`src/rtl/dia_pkg.sv`:
```
package dia_pkg;
    localparam int CAUSE_DONE  = 0;
    localparam int CAUSE_ERR   = 6;
    localparam int ADR_TX_RUN  = 'h000;
    localparam int ADR_RX_RUN  = 'h001;
    localparam int ADR_TX_SUM  = 'h010;
    localparam int ADR_RX_SUM  = 'h014;
    localparam int ADR_GLOB    = 'h018;
    localparam int ADR_CHAN    = 'h100;
    localparam int CHAN_STRIDE = 8;

    typedef enum logic {
        RUN_IDLE   = 1'b0,
        RUN_ACTIVE = 1'b1
    } run_state_e;
endpackage

```
`src/rtl/dia_runctl.sv`:
```
module dia_runctl
    import dia_pkg::*;
#(
    parameter int NCHAN = 8
) (
    input  logic             clk,
    input  logic             rst_n,
    input  logic [NCHAN-1:0] start_req,
    input  logic [NCHAN-1:0] stop_req,
    output logic [NCHAN-1:0] run,
    output logic [NCHAN-1:0] start_stb,
    output logic [NCHAN-1:0] stop_stb
);
    for (genvar ch = 0; ch < NCHAN; ch++) begin : g_ch
        run_state_e st_q, st_d;
        logic       go_q, halt_q;

        // state register
        always_ff @(posedge clk) begin
            if (!rst_n) st_q <= RUN_IDLE;
            else        st_q <= st_d;
        end

        // next state: stop dominates start
        always_comb begin
            st_d = st_q;
            unique case (st_q)
                RUN_IDLE:   if (start_req[ch] && !stop_req[ch]) st_d = RUN_ACTIVE;
                RUN_ACTIVE: if (stop_req[ch])                   st_d = RUN_IDLE;
            endcase
        end

        // registered strobes, aligned with the state change
        always_ff @(posedge clk) begin
            if (!rst_n) begin
                go_q   <= 1'b0;
                halt_q <= 1'b0;
            end else begin
                go_q   <= start_req[ch] && !stop_req[ch];
                halt_q <= stop_req[ch];
            end
        end

        assign run[ch]       = (st_q == RUN_ACTIVE);
        assign start_stb[ch] = go_q;
        assign stop_stb[ch]  = halt_q;
    end
endmodule

```
`src/rtl/dia_cause_bank.sv`:
```
module dia_cause_bank #(
    parameter int NCHAN = 8
) (
    input  logic             clk,
    input  logic             rst_n,
    input  logic [NCHAN-1:0] done_evt,
    input  logic [NCHAN-1:0] err_evt,
    input  logic [NCHAN-1:0] clr_done,
    input  logic [NCHAN-1:0] clr_err,
    input  logic [NCHAN-1:0] mask_we,
    input  logic             mask_done_wd,
    input  logic             mask_err_wd,
    output logic [NCHAN-1:0] cause_done,
    output logic [NCHAN-1:0] cause_err,
    output logic [NCHAN-1:0] mask_done,
    output logic [NCHAN-1:0] mask_err,
    output logic [NCHAN-1:0] pend
);
    always_ff @(posedge clk) begin
        if (!rst_n) begin
            cause_done <= '0;
            cause_err  <= '0;
            mask_done  <= '0;
            mask_err   <= '0;
        end else begin
            // a fresh event overrides a simultaneous clear
            cause_done <= done_evt | (cause_done & ~clr_done);
            cause_err  <= err_evt  | (cause_err  & ~clr_err);
            mask_done  <= (mask_done & ~mask_we) | ({NCHAN{mask_done_wd}} & mask_we);
            mask_err   <= (mask_err  & ~mask_we) | ({NCHAN{mask_err_wd}}  & mask_we);
        end
    end

    assign pend = (cause_done & mask_done) | (cause_err & mask_err);
endmodule

```
`src/rtl/dia_glob_stat.sv`:
```
module dia_glob_stat #(
    parameter int GLOB_W = 8
) (
    input  logic              clk,
    input  logic              rst_n,
    input  logic [GLOB_W-1:0] set_evt,
    input  logic              clr_all,
    output logic [GLOB_W-1:0] stat
);
    always_ff @(posedge clk) begin
        if (!rst_n)       stat <= '0;
        else if (clr_all) stat <= set_evt;
        else              stat <= stat | set_evt;
    end
endmodule

```
`src/rtl/dma_irq_aggregator.sv`:
```
module dma_irq_aggregator
    import dia_pkg::*;
#(
    parameter int NCHAN  = 8,
    parameter int NOUT   = 4,
    parameter int GLOB_W = 8,
    parameter int ADDR_W = 10,
    parameter int DW     = 64
) (
    input  logic              clk,
    input  logic              rst_n,
    input  logic              wr_en,
    input  logic [ADDR_W-1:0] wr_addr,
    input  logic [DW-1:0]     wr_data,
    input  logic [ADDR_W-1:0] rd_addr,
    output logic [DW-1:0]     rd_data,
    input  logic [NCHAN-1:0]  done_evt,
    input  logic [NCHAN-1:0]  err_evt,
    input  logic [GLOB_W-1:0] glob_evt,
    output logic [NCHAN-1:0]  ch_run,
    output logic [NCHAN-1:0]  ch_start,
    output logic [NCHAN-1:0]  ch_stop,
    output logic [NOUT-1:0]   irq
);
    localparam int NPAIR  = NCHAN / 2;
    localparam int HALF   = DW / 2;
    localparam int SLOT_W = ADDR_W - 3;
    localparam logic [ADDR_W-1:0] AD_TXRUN = ADDR_W'(ADR_TX_RUN);
    localparam logic [ADDR_W-1:0] AD_RXRUN = ADDR_W'(ADR_RX_RUN);
    localparam logic [ADDR_W-1:0] AD_TXSUM = ADDR_W'(ADR_TX_SUM);
    localparam logic [ADDR_W-1:0] AD_RXSUM = ADDR_W'(ADR_RX_SUM);
    localparam logic [ADDR_W-1:0] AD_GLOB  = ADDR_W'(ADR_GLOB);
    localparam logic [ADDR_W-1:0] AD_CHAN  = ADDR_W'(ADR_CHAN);
    localparam logic [ADDR_W-1:0] AD_SPAN  = ADDR_W'(NCHAN * CHAN_STRIDE);

    logic [ADDR_W-1:0]            wofs, rofs;
    logic                         w_in_chan, r_in_chan;
    logic [NCHAN-1:0]             w_ch_sel;
    logic [NCHAN-1:0]             start_req, stop_req;
    logic                         tx_w, rx_w;
    logic [NOUT-1:0][NCHAN-1:0]   clr_done, clr_err, mask_we;
    logic [NOUT-1:0][NCHAN-1:0]   cd, ce, md, me, pend_all;
    logic [NOUT-1:0]              glob_clr;
    logic [NOUT-1:0][GLOB_W-1:0]  glob_q;
    logic [NOUT-1:0][NPAIR-1:0]   tx_sum, rx_sum;

    // ---------------- write decode ----------------
    always_comb begin
        wofs      = wr_addr - AD_CHAN;
        w_in_chan = (wr_addr >= AD_CHAN) && (wofs < AD_SPAN);
        for (int c = 0; c < NCHAN; c++)
            w_ch_sel[c] = w_in_chan && (wofs[ADDR_W-1:3] == SLOT_W'(c));
        for (int o = 0; o < NOUT; o++) begin
            clr_done[o] = w_ch_sel & {NCHAN{wr_en && !wofs[2] && (wofs[1:0] == 2'(o))
                                            && wr_data[CAUSE_DONE]}};
            clr_err[o]  = w_ch_sel & {NCHAN{wr_en && !wofs[2] && (wofs[1:0] == 2'(o))
                                            && wr_data[CAUSE_ERR]}};
            mask_we[o]  = w_ch_sel & {NCHAN{wr_en && wofs[2] && (wofs[1:0] == 2'(o))}};
            glob_clr[o] = wr_en && (wr_addr == AD_GLOB + ADDR_W'(o)) && (&wr_data);
        end
        tx_w = wr_en && (wr_addr == AD_TXRUN);
        rx_w = wr_en && (wr_addr == AD_RXRUN);
        for (int p = 0; p < NPAIR; p++) begin
            start_req[2*p]   = tx_w && wr_data[p];
            stop_req[2*p]    = tx_w && wr_data[HALF+p];
            start_req[2*p+1] = rx_w && wr_data[p];
            stop_req[2*p+1]  = rx_w && wr_data[HALF+p];
        end
    end

    // ---------------- run control ----------------
    dia_runctl #(.NCHAN(NCHAN)) u_runctl (
        .clk       (clk),
        .rst_n     (rst_n),
        .start_req (start_req),
        .stop_req  (stop_req),
        .run       (ch_run),
        .start_stb (ch_start),
        .stop_stb  (ch_stop)
    );

    // ---------------- per-output cause and global banks ----------------
    for (genvar o = 0; o < NOUT; o++) begin : g_out
        dia_cause_bank #(.NCHAN(NCHAN)) u_bank (
            .clk          (clk),
            .rst_n        (rst_n),
            .done_evt     (done_evt),
            .err_evt      (err_evt),
            .clr_done     (clr_done[o]),
            .clr_err      (clr_err[o]),
            .mask_we      (mask_we[o]),
            .mask_done_wd (wr_data[CAUSE_DONE]),
            .mask_err_wd  (wr_data[CAUSE_ERR]),
            .cause_done   (cd[o]),
            .cause_err    (ce[o]),
            .mask_done    (md[o]),
            .mask_err     (me[o]),
            .pend         (pend_all[o])
        );

        dia_glob_stat #(.GLOB_W(GLOB_W)) u_glob (
            .clk     (clk),
            .rst_n   (rst_n),
            .set_evt (glob_evt),
            .clr_all (glob_clr[o]),
            .stat    (glob_q[o])
        );
    end

    // ---------------- summaries and interrupt lines ----------------
    always_comb begin
        for (int o = 0; o < NOUT; o++) begin
            for (int p = 0; p < NPAIR; p++) begin
                tx_sum[o][p] = pend_all[o][2*p];
                rx_sum[o][p] = pend_all[o][2*p+1];
            end
            irq[o] = (|tx_sum[o]) | (|rx_sum[o]) | (|glob_q[o]);
        end
    end

    // ---------------- read mux ----------------
    always_comb begin
        rofs      = rd_addr - AD_CHAN;
        r_in_chan = (rd_addr >= AD_CHAN) && (rofs < AD_SPAN);
        rd_data   = '0;
        if (rd_addr == AD_TXRUN)
            for (int p = 0; p < NPAIR; p++) rd_data[p] = ch_run[2*p];
        if (rd_addr == AD_RXRUN)
            for (int p = 0; p < NPAIR; p++) rd_data[p] = ch_run[2*p+1];
        for (int o = 0; o < NOUT; o++) begin
            if (rd_addr == AD_TXSUM + ADDR_W'(o)) rd_data[NPAIR-1:0]  = tx_sum[o];
            if (rd_addr == AD_RXSUM + ADDR_W'(o)) rd_data[NPAIR-1:0]  = rx_sum[o];
            if (rd_addr == AD_GLOB  + ADDR_W'(o)) rd_data[GLOB_W-1:0] = glob_q[o];
        end
        if (r_in_chan)
            for (int c = 0; c < NCHAN; c++)
                for (int o = 0; o < NOUT; o++)
                    if ((rofs[ADDR_W-1:3] == SLOT_W'(c)) && (rofs[1:0] == 2'(o))) begin
                        rd_data[CAUSE_DONE] = rofs[2] ? md[o][c] : cd[o][c];
                        rd_data[CAUSE_ERR]  = rofs[2] ? me[o][c] : ce[o][c];
                    end
    end
endmodule

```
`config.mk`:
```
export PLATFORM = sky130hd
export DESIGN_NAME = dma_irq_aggregator
export DESIGN_NICKNAME = d
export VERILOG_FILES = /design/src/rtl/dia_pkg.sv /design/src/rtl/dia_runctl.sv /design/src/rtl/dia_cause_bank.sv /design/src/rtl/dia_glob_stat.sv /design/src/rtl/dma_irq_aggregator.sv
export SDC_FILE = /design/constraint.sdc
export NUM_CORES = 1
export LEC_CHECK = 0
export ABC_AREA = 1
export BUFFER_PORTS_ARGS = -buffer_cell sky130_fd_sc_hd__clkbuf_2
export CAP_MARGIN = 5
export CELL_PAD_IN_SITES_DETAIL_PLACEMENT = 1
export CELL_PAD_IN_SITES_GLOBAL_PLACEMENT = 2
export CORE_AREA = 5 5 181 183
export CTS_BUF_LIST = sky130_fd_sc_hd__clkbuf_4 sky130_fd_sc_hd__clkbuf_8
export CTS_CLUSTER_DIAMETER = 100
export DETAILED_ROUTE_END_ITERATION = 10
export DIE_AREA = 0 0 186 188
export PLACE_DENSITY = 0.83
export SETUP_SLACK_MARGIN = 0.4
export SLEW_MARGIN = 20
export SYNTH_ARGS = -nofsm -noshare
export SYNTH_HDL_FRONTEND = slang
export SYNTH_SLANG_ARGS = --single-unit
```
`constraint.sdc`:
```
create_clock -name clk -period 7.5 [get_ports clk]
set_input_delay 0.75 -clock clk [delete_from_list [all_inputs] [get_ports clk]]
set_output_delay 0.75 -clock clk [all_outputs]
set_load 0.03 [all_outputs]
```
# ---- After elaboration in Yosys (flattened, before gate mapping)
# Index checks and enable logic that the tools add are counted.
dict set report op_classes {
  n_eq_ne 38
  bitwise_logic 96
  n_reduce_logical 122
  magnitude_cmp 4
  n_addsub 2
  n_mux 172
}
# op n
set ops {}
lappend ops {{8-bit AND} 44}
lappend ops {{8-bit bitwise OR} 24}
lappend ops {{10-bit by 5-bit == test with 1-bit output, second input constant} 16}
lappend ops {{1-bit 2-to-1 mux} 146}
lappend ops {{8-bit inverter} 12}
lappend ops {{1-bit logical AND} 94}
lappend ops {{8-bit 2-to-1 mux} 8}
lappend ops {{64-bit AND reduction} 1}
lappend ops {{7-bit by 3-bit == test with 1-bit output, second input constant} 8}
lappend ops {{4-bit 2-to-1 mux} 10}
lappend ops {{4-bit OR reduction} 8}
lappend ops {{8-bit OR reduction} 4}
lappend ops {{7-bit by 2-bit == test with 1-bit output, second input constant} 4}
lappend ops {{10-bit by 1-bit == test with 1-bit output, second input constant} 2}
lappend ops {{10-bit by 9-bit >= comparator with 1-bit output, second input constant} 2}
lappend ops {{10-bit zero test} 2}
lappend ops {{10-bit by 7-bit < comparator with 1-bit output, second input constant} 2}
lappend ops {{10-bit by 9-bit subtractor with 10-bit output, second input constant} 2}
lappend ops {{1-bit case mux with 2 select lines} 8}
lappend ops {{7-bit by 1-bit == test with 1-bit output, second input constant} 2}
lappend ops {{7-bit zero test} 2}
lappend ops {{1-bit zero test} 9}
lappend ops {{2-bit == test, second input constant} 4}
lappend ops {{1-bit inverter} 8}
lappend ops {{other kinds (3)} 12}
dict set report totals {
  ff_bits 184
  output_inout_bits 92
  word_cells 478
  in_bits 111
}

# ---- Depth between registers and ports, before layout
dict set report depth {
  word_depth 48
  depth_mapped 34
  ltp_nobuf 34
}

# ---- Cells and area by module
# From an unflattened synthesis, not the netlist that was laid out.
dict set report hier_totals {
  hier_cells 1792
  hier_area_um2 11091.9
}
# mod n_inst cells_each seq_area_each_um2 area_per_inst_um2
set modules_own_cells {}
lappend modules_own_cells {dia_cause_bank 4 190 640.6 1316.3}
lappend modules_own_cells {dma_irq_aggregator 1 782 0.0 3798.6}
lappend modules_own_cells {dia_glob_stat 4 34 160.2 267.8}
lappend modules_own_cells {dia_runctl 1 114 480.5 957.2}

# ---- Least setup slack after synthesis
# No wires, ideal clock.
dict set report synth_path {
  path_kind {input-to-output}
  start {input rd_addr[9]}
  end {output rd_data[6]}
  n_path_buf 0
  t_arrival_ns 3.312
  t_required_ns 6.750
  cell_stages 28
  setup_slack_ns 3.438
  path_cell_list {inv_1 > ha_1 > nand2_1 > nor2_1 > inv_1 > nor2_1 > inv_1 > nor2_1 > inv_1 > a2111oi_0 > nor4_2 > nand4_1 > a31oi_1 > nand4_1 > nand2_1 > nand2_1 > nand2_1 > nand2_1 > nand2_1 > nand3_1 > nor3_2 > nand4_1 > nand3_1 > nand4_1 > nand2_1 > nand4_1 > nor2_1 > nor2_1}
}
dict set report synth_via {
  elab_chain_cells 38
  elab_cells_between_ends 85
  classes_between {add/sub: 1; order compare: 2; eq/ne: 11; mux: 37; reduce/logical: 34}
}
# element line
set synth_lines {}
lappend synth_lines {{from (decl)} dma_irq_aggregator.sv:15} ;# input logic [ADDR_W-1:0] rd_addr,
lappend synth_lines {{parallel branches: the longest is 37 deep, another holds 10-bit by 9-bit subtractor with 10-bit output} n/a}
lappend synth_lines {{1-bit 2-to-1 mux (*)} dma_irq_aggregator.sv:135} ;# if (r_in_chan)
lappend synth_lines {{to (decl)} dma_irq_aggregator.sv:16} ;# output logic [DW-1:0] rd_data,
# Mark *: on every way between the ends.

# ---- Worst setup path in the final report
dict set report layout_path {
  start {input rd_addr[2]}
  end {output rd_data[0]}
}
dict set report layout_via {
  elab_chain_cells 48
  elab_cells_between_ends 137
  classes_between {add/sub: 1; order compare: 2; eq/ne: 20; mux: 79; reduce/logical: 35}
}
# element line
set layout_lines {}
lappend layout_lines {{10-bit zero test} dma_irq_aggregator.sv:126} ;# if (rd_addr == AD_TXRUN)
lappend layout_lines {{4-bit 2-to-1 mux} dma_irq_aggregator.sv:126}
lappend layout_lines {{4-bit 2-to-1 mux} dma_irq_aggregator.sv:128} ;# if (rd_addr == AD_RXRUN)
lappend layout_lines {{4-bit 2-to-1 mux} dma_irq_aggregator.sv:131} ;# if (rd_addr == AD_TXSUM + ADDR_W'(o)) rd_data[NPAIR-1:0] = tx_sum[o];
lappend layout_lines {{4-bit 2-to-1 mux} dma_irq_aggregator.sv:132} ;# if (rd_addr == AD_RXSUM + ADDR_W'(o)) rd_data[NPAIR-1:0] = rx_sum[o];
lappend layout_lines {{8-bit 2-to-1 mux} dma_irq_aggregator.sv:133} ;# if (rd_addr == AD_GLOB + ADDR_W'(o)) rd_data[GLOB_W-1:0] = glob_q[o];
lappend layout_lines {{4-bit 2-to-1 mux} dma_irq_aggregator.sv:131}
lappend layout_lines {{4-bit 2-to-1 mux} dma_irq_aggregator.sv:132}
lappend layout_lines {{8-bit 2-to-1 mux} dma_irq_aggregator.sv:133}
lappend layout_lines {{4-bit 2-to-1 mux} dma_irq_aggregator.sv:131}
lappend layout_lines {{4-bit 2-to-1 mux} dma_irq_aggregator.sv:132}
lappend layout_lines {{8-bit 2-to-1 mux} dma_irq_aggregator.sv:133}
lappend layout_lines {{4-bit 2-to-1 mux} dma_irq_aggregator.sv:131}
lappend layout_lines {{4-bit 2-to-1 mux} dma_irq_aggregator.sv:132}
lappend layout_lines {{8-bit 2-to-1 mux} dma_irq_aggregator.sv:133}
lappend layout_lines {{1-bit 2-to-1 mux (32 in a row)} dma_irq_aggregator.sv:138} ;# if ((rofs[ADDR_W-1:3] == SLOT_W'(c)) && (rofs[1:0] == 2'(o))) begin
lappend layout_lines {{1-bit 2-to-1 mux (*)} dma_irq_aggregator.sv:135}
# Every way passes the cells marked *; elsewhere a longest branch is shown, timed or not.

==> reports/metrics.csv <==
stage,metric,value,unit
outcome,status,completed,
route,wire_per_inst,19.82,um
power_and_ir_drop,clockPowerShare,35.1,%
sta,rsz0062_at_grt,false,
clock_network,clk_pin_slew,110,ps
route,postRouteAntennaNets,0,
yosys,seq_area_frac_synth,36.78,%
yosys,synth_warnings,0,
power_and_ir_drop,leakage,4.611,nW
grt,grt-ovfl-total,0,
yosys,synthArstFlopShare,0,%
clock_network,cts_tree,yes,
route,viasPerCell,5.098,
route,drt_iter0_markers,516,
critical_path,crit_buf_inv,3,
yosys,syn_inst,1475,
clock_network,cts.sinks,184,
yosys,syn-cell-area,0.01002,mm^2
sta,hold_viol,0,
route,remaining_drc_errors,0,
grt,antenna_found_initial,1,
sta,post-route-period-util,68.40,%
critical_path,r2r_end,g_out[2].u_bank.cause_err[6]$_SDFF_PN0_,
placed_design,hpwl,30300,um
floorplanning,ios,203,
yosys,synth_area_leader_cell,dfxtp_1,
clock_network,clk_latency,470,ps
critical_path,worst-path-stages,36,
floorplanning,rows,65,
sta,timing.final.ws_setup,2370,ps
sta,slew_headroom,36.47,%
power_and_ir_drop,cellPowerDensity,179.7,mW/mm^2
clock_network,postCtsSetupRepairBufs,0,
critical_path,crit_family,simple AND/OR/NAND/NOR gates,
clock_network,cts_resized,0,
floorplanning,dieArea,0.03497,mm^2
finish,layoutNonFillerInstCount,1983,
critical_path,r2r-start,g_out[2].u_bank.cause_err[6]$_SDFF_PN0_,
critical_path,crit_top_cell,nand2_1,
yosys,avgSynthCellArea,6.790,um^2
clock_network,cts.path.max_buffers,2,
clock_network,hold_buffers,0,
yosys,synth_edf_count,0,
grt,grt_pass1_wl,59010,um
floorplanning,die_y,188,um
yosys,synth_top_area_share,36.78,%
run,drv_cap,0,
placed_design,dpl_worst_slack,2375,ps
floorplanning,initial_core_util,32.24,%
power_and_ir_drop,irDropWorstVdd,0.1085,mV
finish,finalCoreUtilization,35.39,%
placed_design,place_area,0.01061,mm^2
route,num_vias,10110,
critical_path,crit_start,rd_addr[2],
grt,grt_usage,21.95,%
finish,layout.nets,1686,
sta,min_period,5130,ps
power_and_ir_drop,power_frac_comb,12.1,%
power_and_ir_drop,total_power,1.976,mW
sta,drv_slew,0,
placed_design,gp_congestion,0.8845,
finish,area_delta_synth_final,9.781,%
clock_network,htreeDepth,4,
critical_path,critPathLaunchType,primary input,
critical_path,ff2ff_setup_slack,6730,ps
floorplanning,core_area,0.03107,mm^2
sta,setup_tns,0,ps
critical_path,endpoint,rd_data[0],
critical_path,critPathMaxFanout,86,
finish,design_area,0.01100,mm^2
critical_path,worstSetupEndpointType,output port,
critical_path,worstSetupPathType,primary input to output port,
grt,met3_usage,3.841,%
yosys,yosysUniqueCellTypes,47,
sta,whs,478.2,ps
critical_path,cp_slowest_cell,buf_4,
grt,use_met2,35.78,%
power_and_ir_drop,power.switching,0.6128,mW
yosys,ys.flop_type,dfxtp_1,
finish,antenna_cells,0,
sta,setup-violations-final,0,
finish,drive_above_1_share,12.78,%
grt,met1_usage,29.58,%
power_and_ir_drop,power_frac_seq,52.8,%
worst_hold_path,hp-class,flop to flop,
floorplanning,die_w,186,um
grt,grt-busiest-layer,met2,
yosys,synthTopCellsByArea,"dfxtp_1 (37%), a21oi_1 (9.2%), o21ai_0 (8.5%), nand2_1 (8.2%), inv_1 (7.8%)",
sta,fin_skew,0,ps
route,firstDrtPassIters,5,
sta,tightest_slew,943.0,ps
route,drt-total-wl,39310,um
critical_path,required,6750,ps
clock_network,root_buffer,clkbuf_8,
power_and_ir_drop,internal-power,1.363,mW
critical_path,worstRegToRegCells,2,
yosys,synth-seq-cells,184,
sta,fmax,0.1949,GHz
clock_network,cts_made_buffers,17,
placed_design,dp_cells,1951,
grt,grt_start_max_net_pins,87,
grt,grt_pass1_vias,10100,
critical_path,cp_data_arrival_time,4380,ps
critical_path,cpPeakStageDelay,670,ps
power_and_ir_drop,swShare,31.02,%
placed_design,portBuffers,146,
-- Yosys cell counts, types with 2 or more instances --
cell and count:
a2111oi_0 4, a21oi_1 184, a221oi_1 4, a22o_1 7, a22oi_1 2, a31oi_1 8
buf_4 80, buf_6 6, clkbuf_1 38, clkbuf_8 3, dfxtp_1 184, ha_1 7
inv_1 209, inv_2 4, nand2_1 218, nand3_1 49, nand4_1 46, nor2_1 154
nor2_2 4, nor2_4 2, nor3_1 15, nor4_1 17, o2111ai_1 2, o211ai_1 28
o21ai_0 170, o22ai_1 9
-- how the worst min path moves through the flow --
| stage | start | endpoint | slack [ps] | cells past startpoint |
|---|---|---|---|---|
| floorplan | flop | flop | 440 | 2 |
| global route | flop | flop | 490 | 2 |
| CTS | flop | flop | 480 | 2 |
| finish | flop | flop | 480 | 2 |
| global placement | flop | flop | 460 | 2 |
| detailed placement | flop | flop | 460 | 2 |
-- cell type report --
type | count | area, um^2
clock buffer | 19 | 255.2
clock inverter | 13 | 132.6
fill | 4077 | 20070
inverter | 214 | 803.3
multi-input combinational | 1001 | 4857
sequential | 184 | 3684
tap | 402 | 503.0
timing repair buffer | 150 | 760.7
-- layer usage --
| metal | up-vias | routed length [um] |
|---|---|---|
| met4 | 0 | 1146 |
| met2 | 243 | 18330 |
| met3 | 54 | 1994 |
| li1 | 4946 | - |
| met5 | - | 0 |
| met1 | 4866 | 17840 |
-- cell usage in the layout, fill, tap and decap left out, types with 4 or more instances in the layout --
cell type,netlist,routed
a21oi_1,184,184
conb_1,1,56
nor3_1,15,15
nor2_2,4,4
clkbuf_2,0,146
ha_1,7,7
a22o_1,7,7
o211ai_1,28,28
clkbuf_8,3,18
a31oi_1,8,8
nand2_1,218,218
inv_1,209,209
a2111oi_0,4,4
dfxtp_1,184,184
a221oi_1,4,4
inv_2,4,5
nor2_1,154,154
nand4_1,46,46
o21ai_0,170,170
buf_4,80,4
nand3_1,49,49
o22ai_1,9,9
nor4_1,17,17
inv_6,0,7
-- worst register-to-register path, stage by stage, from the launching register on --
cell and delay, ps:
dfxtp_1 430, o21ai_0 120, a21oi_1 160
-- power by group through the flow --
stage                     clock (mW)  sequential, mW  combinational [mW]
after CTS                      0.708            1.04               0.239
after floorplan                    0            1.05               0.181
final                          0.693            1.04               0.239
after detailed placement           0            1.07               0.238
after global placement             0            1.06               0.232
after global routing           0.745            1.05               0.266
-- logic make-up (layout without fill, tap and decap cells) --
group                    count (synthesis)  in the layout  synth area share [%]
AO/OA/AOI/OAI                          423            423                 22.91
buffers and inverters                  345            396                 16.79
other                                    1             56               0.03744
AND/OR/NAND/NOR                        515            515                 22.61
flip-flops                             184            184                 36.78
adder cells (fa/ha/maj)                  7              7                0.8744
Note: power is estimated with default switching activity, not from simulation.
